[src/rtl/cbt_pkg.sv]
package cbt_pkg;

    typedef enum logic [2:0] {
        ST_HALT,
        ST_HUNT,
        ST_SYNC,
        ST_PH1,
        ST_PH2
    } cbt_state_e;

    function automatic logic vote3(input logic a, input logic b, input logic c);
        return (a & b) | (a & c) | (b & c);
    endfunction

endpackage

[src/rtl/cbt_tq_prescaler.sv]
module cbt_tq_prescaler #(
    parameter int BRP_W = 6
) (
    input  logic             clk,
    input  logic             rst_n,
    input  logic             run,
    input  logic [BRP_W-1:0] brp_m1,
    output logic             tq_tick
);
    localparam logic [BRP_W-1:0] P_ONE = BRP_W'(1);

    logic [BRP_W-1:0] pcnt;

    assign tq_tick = run && (pcnt == brp_m1);

    // Divider is parked at zero whenever the sequencer is idle, so a hard
    // sync always starts a fresh quantum.
    always_ff @(posedge clk or negedge rst_n) begin
        if (!rst_n)
            pcnt <= '0;
        else if (!run || tq_tick)
            pcnt <= '0;
        else
            pcnt <= pcnt + P_ONE;
    end

    assert_prescale_wrap_R4: assert property (@(posedge clk) disable iff (!rst_n)
        run |-> (pcnt <= brp_m1));

endmodule

[src/rtl/cbt_bit_sampler.sv]
module cbt_bit_sampler (
    input  logic clk,
    input  logic rst_n,
    input  logic tq_tick,
    input  logic rx_in,
    input  logic triple_en,
    output logic bus_val
);
    import cbt_pkg::*;

    // Line values seen at the two previous quantum ticks.
    logic [1:0] hist;

    always_ff @(posedge clk or negedge rst_n) begin
        if (!rst_n)
            hist <= 2'b11;
        else if (tq_tick)
            hist <= {hist[0], rx_in};
    end

    always_comb begin
        if (triple_en)
            bus_val = vote3(hist[1], hist[0], rx_in);
        else
            bus_val = rx_in;
    end

endmodule

[src/rtl/cbt_seg_fsm.sv]
module cbt_seg_fsm #(
    parameter int SEG1_W = 4,
    parameter int SEG2_W = 3,
    parameter int SJW_W  = 2
) (
    input  logic              clk,
    input  logic              rst_n,
    input  logic              init_mode,
    input  logic              tq_tick,
    input  logic              fall_edge,
    input  logic              bus_val,
    input  logic [SEG1_W-1:0] seg1_m1,
    input  logic [SEG2_W-1:0] seg2_m1,
    input  logic [SJW_W-1:0]  sjw_m1,
    output logic              run,
    output logic              sample_stb,
    output logic              rx_bit,
    output logic              tx_stb
);
    import cbt_pkg::*;

    localparam int LEN_W = SEG1_W + 2;
    localparam logic [LEN_W-1:0] ONE = LEN_W'(1);

    cbt_state_e       state, state_n;
    logic [LEN_W-1:0] qcnt, len1, len2;
    logic             rs_done;

    logic [LEN_W-1:0] jump_q, late_ext, early_rem, early_cut, len1_n, len2_n;
    logic             late, early, end1, end2;

    assign run = (state == ST_SYNC) || (state == ST_PH1) || (state == ST_PH2);

    // Phase-error handling: lengthen segment 1 or shorten segment 2.
    always_comb begin
        jump_q    = LEN_W'(sjw_m1) + ONE;
        late_ext  = ((qcnt + ONE) > jump_q) ? jump_q : (qcnt + ONE);
        early_rem = len2 - ONE - qcnt;
        early_cut = (early_rem > jump_q) ? jump_q : early_rem;
        late      = (state == ST_PH1) && fall_edge && !rs_done;
        early     = (state == ST_PH2) && fall_edge && !rs_done;
        len1_n    = late  ? (len1 + late_ext)  : len1;
        len2_n    = early ? (len2 - early_cut) : len2;
        end1      = (state == ST_PH1) && tq_tick && (qcnt == len1_n - ONE);
        end2      = (state == ST_PH2) && tq_tick && (qcnt == len2_n - ONE);
    end

    always_comb begin
        state_n = state;
        if (init_mode) begin
            state_n = ST_HALT;
        end else begin
            unique case (state)
                ST_HALT: state_n = ST_HUNT;
                ST_HUNT: if (fall_edge) state_n = ST_SYNC;
                ST_SYNC: if (tq_tick)   state_n = ST_PH1;
                ST_PH1:  if (end1)      state_n = ST_PH2;
                ST_PH2:  if (end2)      state_n = ST_SYNC;
                default: state_n = ST_HALT;
            endcase
        end
    end

    // State register.
    always_ff @(posedge clk or negedge rst_n) begin
        if (!rst_n)
            state <= ST_HALT;
        else
            state <= state_n;
    end

    // Quantum counter, effective segment lengths and resync lock.
    always_ff @(posedge clk or negedge rst_n) begin
        if (!rst_n) begin
            qcnt    <= '0;
            len1    <= '0;
            len2    <= '0;
            rs_done <= 1'b1;
        end else if (init_mode) begin
            qcnt    <= '0;
            rs_done <= 1'b1;
        end else begin
            unique case (state)
                ST_HALT, ST_HUNT: begin
                    qcnt    <= '0;
                    rs_done <= 1'b1;
                end
                ST_SYNC: begin
                    if (tq_tick) begin
                        qcnt <= '0;
                        len1 <= LEN_W'(seg1_m1) + ONE;
                        len2 <= LEN_W'(seg2_m1) + ONE;
                    end
                end
                ST_PH1: begin
                    len1 <= len1_n;
                    if (late) rs_done <= 1'b1;
                    if (end1)         qcnt <= '0;
                    else if (tq_tick) qcnt <= qcnt + ONE;
                end
                ST_PH2: begin
                    len2 <= len2_n;
                    if (early) rs_done <= 1'b1;
                    if (end2) begin
                        qcnt    <= '0;
                        rs_done <= 1'b0;
                    end else if (tq_tick) begin
                        qcnt <= qcnt + ONE;
                    end
                end
                default: qcnt <= '0;
            endcase
        end
    end

    // Outputs.
    always_ff @(posedge clk or negedge rst_n) begin
        if (!rst_n) begin
            sample_stb <= 1'b0;
            tx_stb     <= 1'b0;
            rx_bit     <= 1'b1;
        end else begin
            sample_stb <= end1 && !init_mode;
            tx_stb     <= end2 && !init_mode;
            if (end1 && !init_mode) rx_bit <= bus_val;
        end
    end

    assert_strobe_exclusive_R13: assert property (@(posedge clk) disable iff (!rst_n)
        !(sample_stb && tx_stb));

    assert_halt_quiet_R2: assert property (@(posedge clk) disable iff (!rst_n)
        init_mode |=> (!sample_stb && !tx_stb));

    assert_ph1_bound_R9: assert property (@(posedge clk) disable iff (!rst_n)
        (state == ST_PH1) |-> ((len1 <= LEN_W'(seg1_m1) + LEN_W'(sjw_m1) + ONE + ONE)
                               && (qcnt < len1)));

    assert_ph2_bound_R10: assert property (@(posedge clk) disable iff (!rst_n)
        (state == ST_PH2) |-> ((len2 >= ONE) && (qcnt < len2)));

    assert_sample_enters_ph2_R5: assert property (@(posedge clk) disable iff (!rst_n)
        sample_stb |-> ((state == ST_PH2) && (qcnt == '0)));

    assert_tx_enters_sync_R6: assert property (@(posedge clk) disable iff (!rst_n)
        tx_stb |-> (state == ST_SYNC));

endmodule

[src/rtl/cbt_bit_timer.sv]
module cbt_bit_timer #(
    parameter int BRP_W  = 6,
    parameter int SEG1_W = 4,
    parameter int SEG2_W = 3,
    parameter int SJW_W  = 2
) (
    input  logic              clk,
    input  logic              rst_n,
    input  logic              init_mode,
    input  logic              rx_in,
    input  logic [BRP_W-1:0]  cfg_brp_m1,
    input  logic [SEG1_W-1:0] cfg_seg1_m1,
    input  logic [SEG2_W-1:0] cfg_seg2_m1,
    input  logic [SJW_W-1:0]  cfg_sjw_m1,
    input  logic              cfg_triple,
    output logic              sample_stb,
    output logic              rx_bit,
    output logic              tx_stb
);
    logic [BRP_W-1:0]  brp_s;
    logic [SEG1_W-1:0] seg1_s;
    logic [SEG2_W-1:0] seg2_s;
    logic [SJW_W-1:0]  sjw_s;
    logic              triple_s;
    logic              rx_prev, fall_edge, tq_tick, run, bus_val;

    // Shadow configuration, writable only in the hold.
    always_ff @(posedge clk or negedge rst_n) begin
        if (!rst_n) begin
            brp_s    <= '0;
            seg1_s   <= '0;
            seg2_s   <= '0;
            sjw_s    <= '0;
            triple_s <= 1'b0;
        end else if (init_mode) begin
            brp_s    <= cfg_brp_m1;
            seg1_s   <= cfg_seg1_m1;
            seg2_s   <= cfg_seg2_m1;
            sjw_s    <= cfg_sjw_m1;
            triple_s <= cfg_triple;
        end
    end

    // Recessive-to-dominant edge detection.
    always_ff @(posedge clk or negedge rst_n) begin
        if (!rst_n) rx_prev <= 1'b1;
        else        rx_prev <= rx_in;
    end
    assign fall_edge = rx_prev & ~rx_in;

    cbt_tq_prescaler #(.BRP_W(BRP_W)) u_presc (
        .clk     (clk),
        .rst_n   (rst_n),
        .run     (run),
        .brp_m1  (brp_s),
        .tq_tick (tq_tick)
    );

    cbt_bit_sampler u_samp (
        .clk       (clk),
        .rst_n     (rst_n),
        .tq_tick   (tq_tick),
        .rx_in     (rx_in),
        .triple_en (triple_s),
        .bus_val   (bus_val)
    );

    cbt_seg_fsm #(.SEG1_W(SEG1_W), .SEG2_W(SEG2_W), .SJW_W(SJW_W)) u_fsm (
        .clk        (clk),
        .rst_n      (rst_n),
        .init_mode  (init_mode),
        .tq_tick    (tq_tick),
        .fall_edge  (fall_edge),
        .bus_val    (bus_val),
        .seg1_m1    (seg1_s),
        .seg2_m1    (seg2_s),
        .sjw_m1     (sjw_s),
        .run        (run),
        .sample_stb (sample_stb),
        .rx_bit     (rx_bit),
        .tx_stb     (tx_stb)
    );

    assert_cfg_frozen_R2: assert property (@(posedge clk) disable iff (!rst_n)
        !init_mode |=> $stable({brp_s, seg1_s, seg2_s, sjw_s, triple_s}));

endmodule

[config.mk]
export PLATFORM = sky130hd
export DESIGN_NAME = cbt_bit_timer
export DESIGN_NICKNAME = d
export VERILOG_FILES = /design/src/rtl/cbt_pkg.sv /design/src/rtl/cbt_tq_prescaler.sv /design/src/rtl/cbt_bit_sampler.sv /design/src/rtl/cbt_seg_fsm.sv /design/src/rtl/cbt_bit_timer.sv
export SDC_FILE = /design/constraint.sdc
export NUM_CORES = 1
export LEC_CHECK = 0
export BUFFER_PORTS_ARGS = -buffer_cell sky130_fd_sc_hd__buf_2
export CAP_MARGIN = 10
export CORE_AREA = 4 4 117 96
export CTS_CLUSTER_SIZE = 40
export DETAILED_ROUTE_END_ITERATION = 8
export DIE_AREA = 0 0 121 100
export PLACE_DENSITY = 0.54
export SLEW_MARGIN = 10
export SYNTH_ARGS = -nofsm -noshare
export SYNTH_HDL_FRONTEND = slang
export SYNTH_HIERARCHICAL = 1
export SYNTH_SLANG_ARGS = --single-unit
[constraint.sdc]
create_clock -name clk -period 11.75 [get_ports clk]
set_input_delay 0.5875 -clock clk [delete_from_list [all_inputs] [get_ports clk]]
set_output_delay 0.5875 -clock clk [all_outputs]
set_load 0.02 [all_outputs]
After elaboration in Yosys (flattened, before gate mapping) --
Index checks and enable logic that the tools add are counted.
Storage, ports and cells: flip-flop bits (word level) 50, bits of input ports 20, output and inout port bits 3, word-level logic and storage cells 104
Operators by class: add/sub/neg operators 11, $lt $le $gt $ge 2, eq/ne operators 14, multiplexer cells 27, bitwise operators 8, reduce and logical (&&, ||, !) cells 26
Operator list (number):
- $mux 6 | 12
- $pmux 6 s2 | 2
- $eq 6x6->1 | 3
- $pmux 6 s3 | 1
- $sub 6x1->6 const B | 3
- $mux 3 | 5
- $ne 3x2->1 const B | 5
- $pmux 3 s5 | 1
- $add 6x1->6 const B | 2
- $gt 6x6->1 | 2
- $sub 6x6->6 | 2
- $logic_and 1x1->1 | 11
- $reduce_and 3->1 | 3
- $add 6x6->6 | 1
- $eq 3x2->1 const B | 2
- $add 4x1->5 const B | 1
- $mux 1 | 5
- $add 3x1->4 const B | 1
- $and 1x1->1 | 4
- $ne 4x2->1 const B | 1
- $reduce_and 4->1 | 1
- $reduce_bool 2->1 | 2
- $reduce_bool 4->1 | 1
- $add 2x1->3 const B | 1
- other kinds (10) | 16

Depth between registers and ports, before layout --
word-level depth 12, mapped depth 24, mapped depth without buffers 24

Cells and area by module --
The synthesis kept the hierarchy.
By module, submodules not included:
- cbt_seg_fsm | instances 1, cells each 338, area an instance 2812.7 µm², seq. area each 628.1 µm²
- cbt_bit_timer | instances 1, cells each 36, area an instance 681.9 µm², seq. area each 426.7 µm²
- cbt_tq_prescaler | instances 1, cells each 33, area an instance 361.6 µm², seq. area each 150.1 µm²
- cbt_bit_sampler | instances 1, cells each 9, area an instance 100.1 µm², seq. area each 52.6 µm²

Least setup slack after synthesis --
Ideal clock, no wire load.
path type reg2reg, start point register u_fsm.qcnt[0], end point register u_fsm.qcnt[0], setup time 120 ps, data arrival time 4541 ps, data required time 11630 ps, setup slack 7089 ps, cell stages (with the launch flop) 24, path buffers 0, period minus slack after synthesis 4661 ps, path through dfrtp_1 -> clkinv_1 -> ha_1 -> inv_1 -> fa_1 -> inv_1 -> ha_1 -> nor2b_1 -> o21a_1 -> o21ai_0 -> nand4_1 -> a21oi_1 -> ha_1 -> inv_1 -> fa_1 -> a21oi_1 -> ha_1 -> o21ai_0 -> a2111oi_0 -> o2bb2ai_1 -> a2bb2oi_1 -> a21oi_2 -> o22ai_1 -> nand2_1
On the way: longest elaborated chain between the ends 11, elaborated cells on any way between the ends 21, those cells by class add/sub (6); order compare (2); eq/ne (2); mux (9); reduce/logical (2)
Ends and longest elaborated chain:
- start, declared | RTL line cbt_seg_fsm.sv:26 | logic [LEN_W-1:0] qcnt, len1, len2;
- start signal, assigned | RTL line cbt_seg_fsm.sv:99 | else if (tq_tick) qcnt <= qcnt + ONE;
- start signal, assigned | RTL line cbt_seg_fsm.sv:108 | qcnt <= qcnt + ONE;
- $sub 6x6->6 / $add 6x1->6 (equally long branches)
- $gt 6x6->1 (on tied branches) | RTL line cbt_seg_fsm.sv:39, cbt_seg_fsm.sv:37
- $mux 6 (on tied branches) | RTL line cbt_seg_fsm.sv:39, cbt_seg_fsm.sv:37
- $sub 6x6->6 / $add 6x6->6 (equally long branches) | RTL line cbt_seg_fsm.sv:43, cbt_seg_fsm.sv:42
- $mux 6 (on tied branches) | RTL line cbt_seg_fsm.sv:43, cbt_seg_fsm.sv:42
- $sub 6x1->6 (on tied branches) | RTL line cbt_seg_fsm.sv:45, cbt_seg_fsm.sv:44
- $eq 6x6->1 (on tied branches) | RTL line cbt_seg_fsm.sv:45, cbt_seg_fsm.sv:44
- $logic_and 1x1->1 (on tied branches) | RTL line cbt_seg_fsm.sv:45, cbt_seg_fsm.sv:44
- $mux 6 (on tied branches) | RTL line cbt_seg_fsm.sv:104, cbt_seg_fsm.sv:98
- $pmux 6 s3 * | RTL line cbt_seg_fsm.sv:83 | unique case (state)
- $mux 6 * | RTL line cbt_seg_fsm.sv:79 | end else if (init_mode) begin
Every way passes the cells marked *; elsewhere a longest branch is shown, timed or not. A chain may end at the register's enable or synchronous reset.

Worst setup path in the final report --
start point register u_fsm.qcnt[0], end point register u_fsm.qcnt[5]
The elaborated chain is that of the path after synthesis.

==> flow_summary.ini <==
[run_status]
status = completed

[critical_path]
rr_endpoint = u_fsm/qcnt[5]
start_kind = flop
crit_start = u_fsm/qcnt[0]
end_kind = flop
rr_worst_depth = 23
cp_num_buf_inv = 4
path_cells = clkinv_1, ha_1, inv_1, fa_1, inv_1, ha_1, nor2b_1, o21a_1, o21ai_0, nand4_1, a21oi_1, ha_1, inv_1, fa_1, a21oi_1, ha_1, o21ai_0, a2111oi_0, o2bb2ai_1, a2bb2oi_1, a21oi_2, o22ai_1, nand2_1
worstPathRequired_ns = 11.93
cp_top_family = compound AO/OA/AOI/OAI gates
arrival_ns = 5.56
crit_top_cell = ha_1
critical_path_peak_fanout = 7
r2r-start = u_fsm/qcnt[0]
worstSetupPathType = reg2reg
r2r_slack_ns = 6.37
slowest_delay_ns = 0.46
cpMaxStageDelayCell = fa_1

[floorplan]
boundaryPins = 23
start_util_pct = 39.1
die_area_um2 = 12100
coreArea_um2 = 10100
rows = 33
die_h_um = 100
die_x_um = 121

[placed_design]
preCtsSetupSlack_ns = 6.47
numPortBuffers = 22
dp.cells = 565
gp_congestion = 0.827
placement.cell_area_um2 = 4170
dp_hpwl_um = 6760

[clock_network]
clkSinkCount = 50
cts_root_buf = clkbuf_16
cts_setup_buffers = 0
htree_num_levels = 2
clock_path_buffers = 2
postCtsResizedCells = 0
tritoncts = yes
cts_buffers = 5
path_clk_slew_ns = 0.07
cts_hold_buf = 0
clkLatencyLatePin_ns = 0.29

[sta]
rsz0062_at_grt = false
tns_ns = 0
fin_crit_sh_pct = 45.8
hold_viol = 0
slew_viol_final = 0
min_period_ns = 5.38
tightest_slew_ns = 1.08
setup_ws_ns = 6.37
timing.hold.ws_ns = 0.409
fmax_ghz = 0.186
finalSetupViolCount = 0
slew_headroom_pct = 27.3
clock_skew_ns = 0.00512

[yosys]
ys_top_cells_by_area = dfrtp_1, ha_1, xor2_1, mux2_4, xnor2_1
ys.flop_type = dfrtp_1
postSynth.asyncResetShare_pct = 100
ys_ff_latch = 50
yosys.area.top_type = dfrtp_1
ys_seq_area_share_pct = 31.8
postSynthCellCount = 416
ys.warnings.count = 6
synth.avg_cell_area_um2 = 9.51
synth_enable_flop_cells = 0
netlist_area_um2 = 3960
synth_cell_type_count = 80
synth_top_area_share_pct = 28.5

[global_routing]
grt_usage_pct = 15.7
overflow = 0
grt_antenna_before_repair = 0
grt_pass1_wl_um = 15200
grt_pass1_vias = 3064
grt_max_degree = 51

[cells_and_area]
finalNetCount = 483
n_antenna_cell = 0
finalNonFillerCells = 573
layout-drive-gt1-share_pct = 17.6
area_growth_syn_to_layout_pct = 9.52
final_area_um2 = 4330
final_util_pct = 42.8

[min_path]
min_path_type = in2async

[drt]
route.detailed.drc = 0
vias = 3059
final_antenna_net_count = 0
drt-total-wl_um = 9010
vias_per_cell = 5.34
wire_per_inst_um = 15.7
drt_iter0_drc = 184
drt_first_pass_iters = 4

[power]
total_power_uw = 557
power_density_nw_per_um2 = 129
p_leak_nw = 1.92
peakVddDrop_mv = 0.0711

[job]
max_cap_violations = 0
## cell usage in the layout (no fill, tap or decap), types with 10 or more instances in the layout
cell type	instances
a21oi_1	28
nand2_1	32
nand3_1	10
mux2_4	11
dfrtp_1	45
xnor2_1	18
xor2_1	20
buf_2	22
o21ai_0	19
nor2_1	25
ha_1	28
inv_1	21
## worst reg2reg max path, cell delays in order (launching register included)
cell and delay [ns]:
dfrtp_1 0.42, clkinv_1 0.23, ha_1 0.28, inv_1 0.07, fa_1 0.43, inv_1 0.08, ha_1 0.23, nor2b_1 0.14
o21a_1 0.15, o21ai_0 0.17, nand4_1 0.23, a21oi_1 0.23, ha_1 0.18, inv_1 0.05, fa_1 0.46, a21oi_1 0.20
ha_1 0.26, o21ai_0 0.18, a2111oi_0 0.45, o2bb2ai_1 0.13, a2bb2oi_1 0.23, a21oi_2 0.16, o22ai_1 0.24, nand2_1 0.07
## cells by family (layout without fill, tap and decap cells)
group / count (synthesis) / count (layout) / share of synthesized area [%]
and+or+nand+nor: 126 / 126 / 17.9
AOI/OAI and AO/OA: 106 / 106 / 18.7
DFF: 50 / 50 / 31.8
xor gates and xnor gates: 39 / 39 / 8.98
buffers and inverters: 38 / 53 / 4.36
adders and majority gates: 31 / 31 / 10.4
muxes: 24 / 24 / 7.75
other: 2 / 4 / 0.190
## registers in the layout, summed over array words and instances (netlist names), 2 cells and up
register      cells
u_fsm/len2        6
u_presc/pcnt      6
u_fsm/len1        6
sjw_s             2
seg2_s            3
u_samp/hist       2
brp_s             6
seg1_s            4
u_fsm/state       3
u_fsm/qcnt        6
## synth_stat cells (all sizes together) (3+ instances only)
cell	instances
a21o	8
inv	21
a21oi	30
and3	5
nand3	11
o31ai	3
nor3	7
nor2b	6
nor2	27
nand4	5
nor3b	3
dfstp	5
nor4	6
o21ai	21
xor2	20
nand3b	4
nand2	32
fa	3
xnor2	18
buf	5
o211ai	3
dfrtp	45
mux2	20
nand2b	6
a211oi	7
mux2i	4
ha	28
and2	5
o22ai	7
a41oi	3
clkbuf	11
or3	3
## where the power goes
part | switching, mW | internal, mW
combinational | 0.100 | 0.0830
sequential | 0.0194 | 0.189
clock | 0.0645 | 0.101
total | 0.184 | 0.373
## routing by layer
metal | vias to the layer above | wire (um) | part of all wire [%] | track usage [%]
met1 | 1471 | 4820 | 53 | 23.2
li1 | 1527 | - | - | -
met2 | 55 | 3860 | 43 | 23.5
met5 | - | 0 | 0 | 0
met4 | 0 | 68 | 0.75 | 3.75
met3 | 6 | 262 | 2.9 | 3.27
## layout make-up
class | instances | area, um^2
multi-input combinational | 330 | 2530
inverter | 22 | 82.6
sequential | 50 | 1260
clock inverter | 2 | 37.5
clock buffer | 6 | 129
timing repair buffer | 23 | 118
tap | 140 | 175
fill | 1016 | 5780
## worst max path at each step
stage	endpoint	slack (ns)	cells past startpoint
global route	u_fsm/qcnt[5]	5.98	24
CTS	u_fsm/qcnt[5]	6.45	23
global placement	u_fsm/qcnt[0]	6.78	23
floorplan	u_fsm/qcnt[0]	7.09	23
finish	u_fsm/qcnt[5]	6.37	23
detailed placement	u_fsm/qcnt[5]	6.47	23
Note: power is estimated with default switching activity, not from simulation.
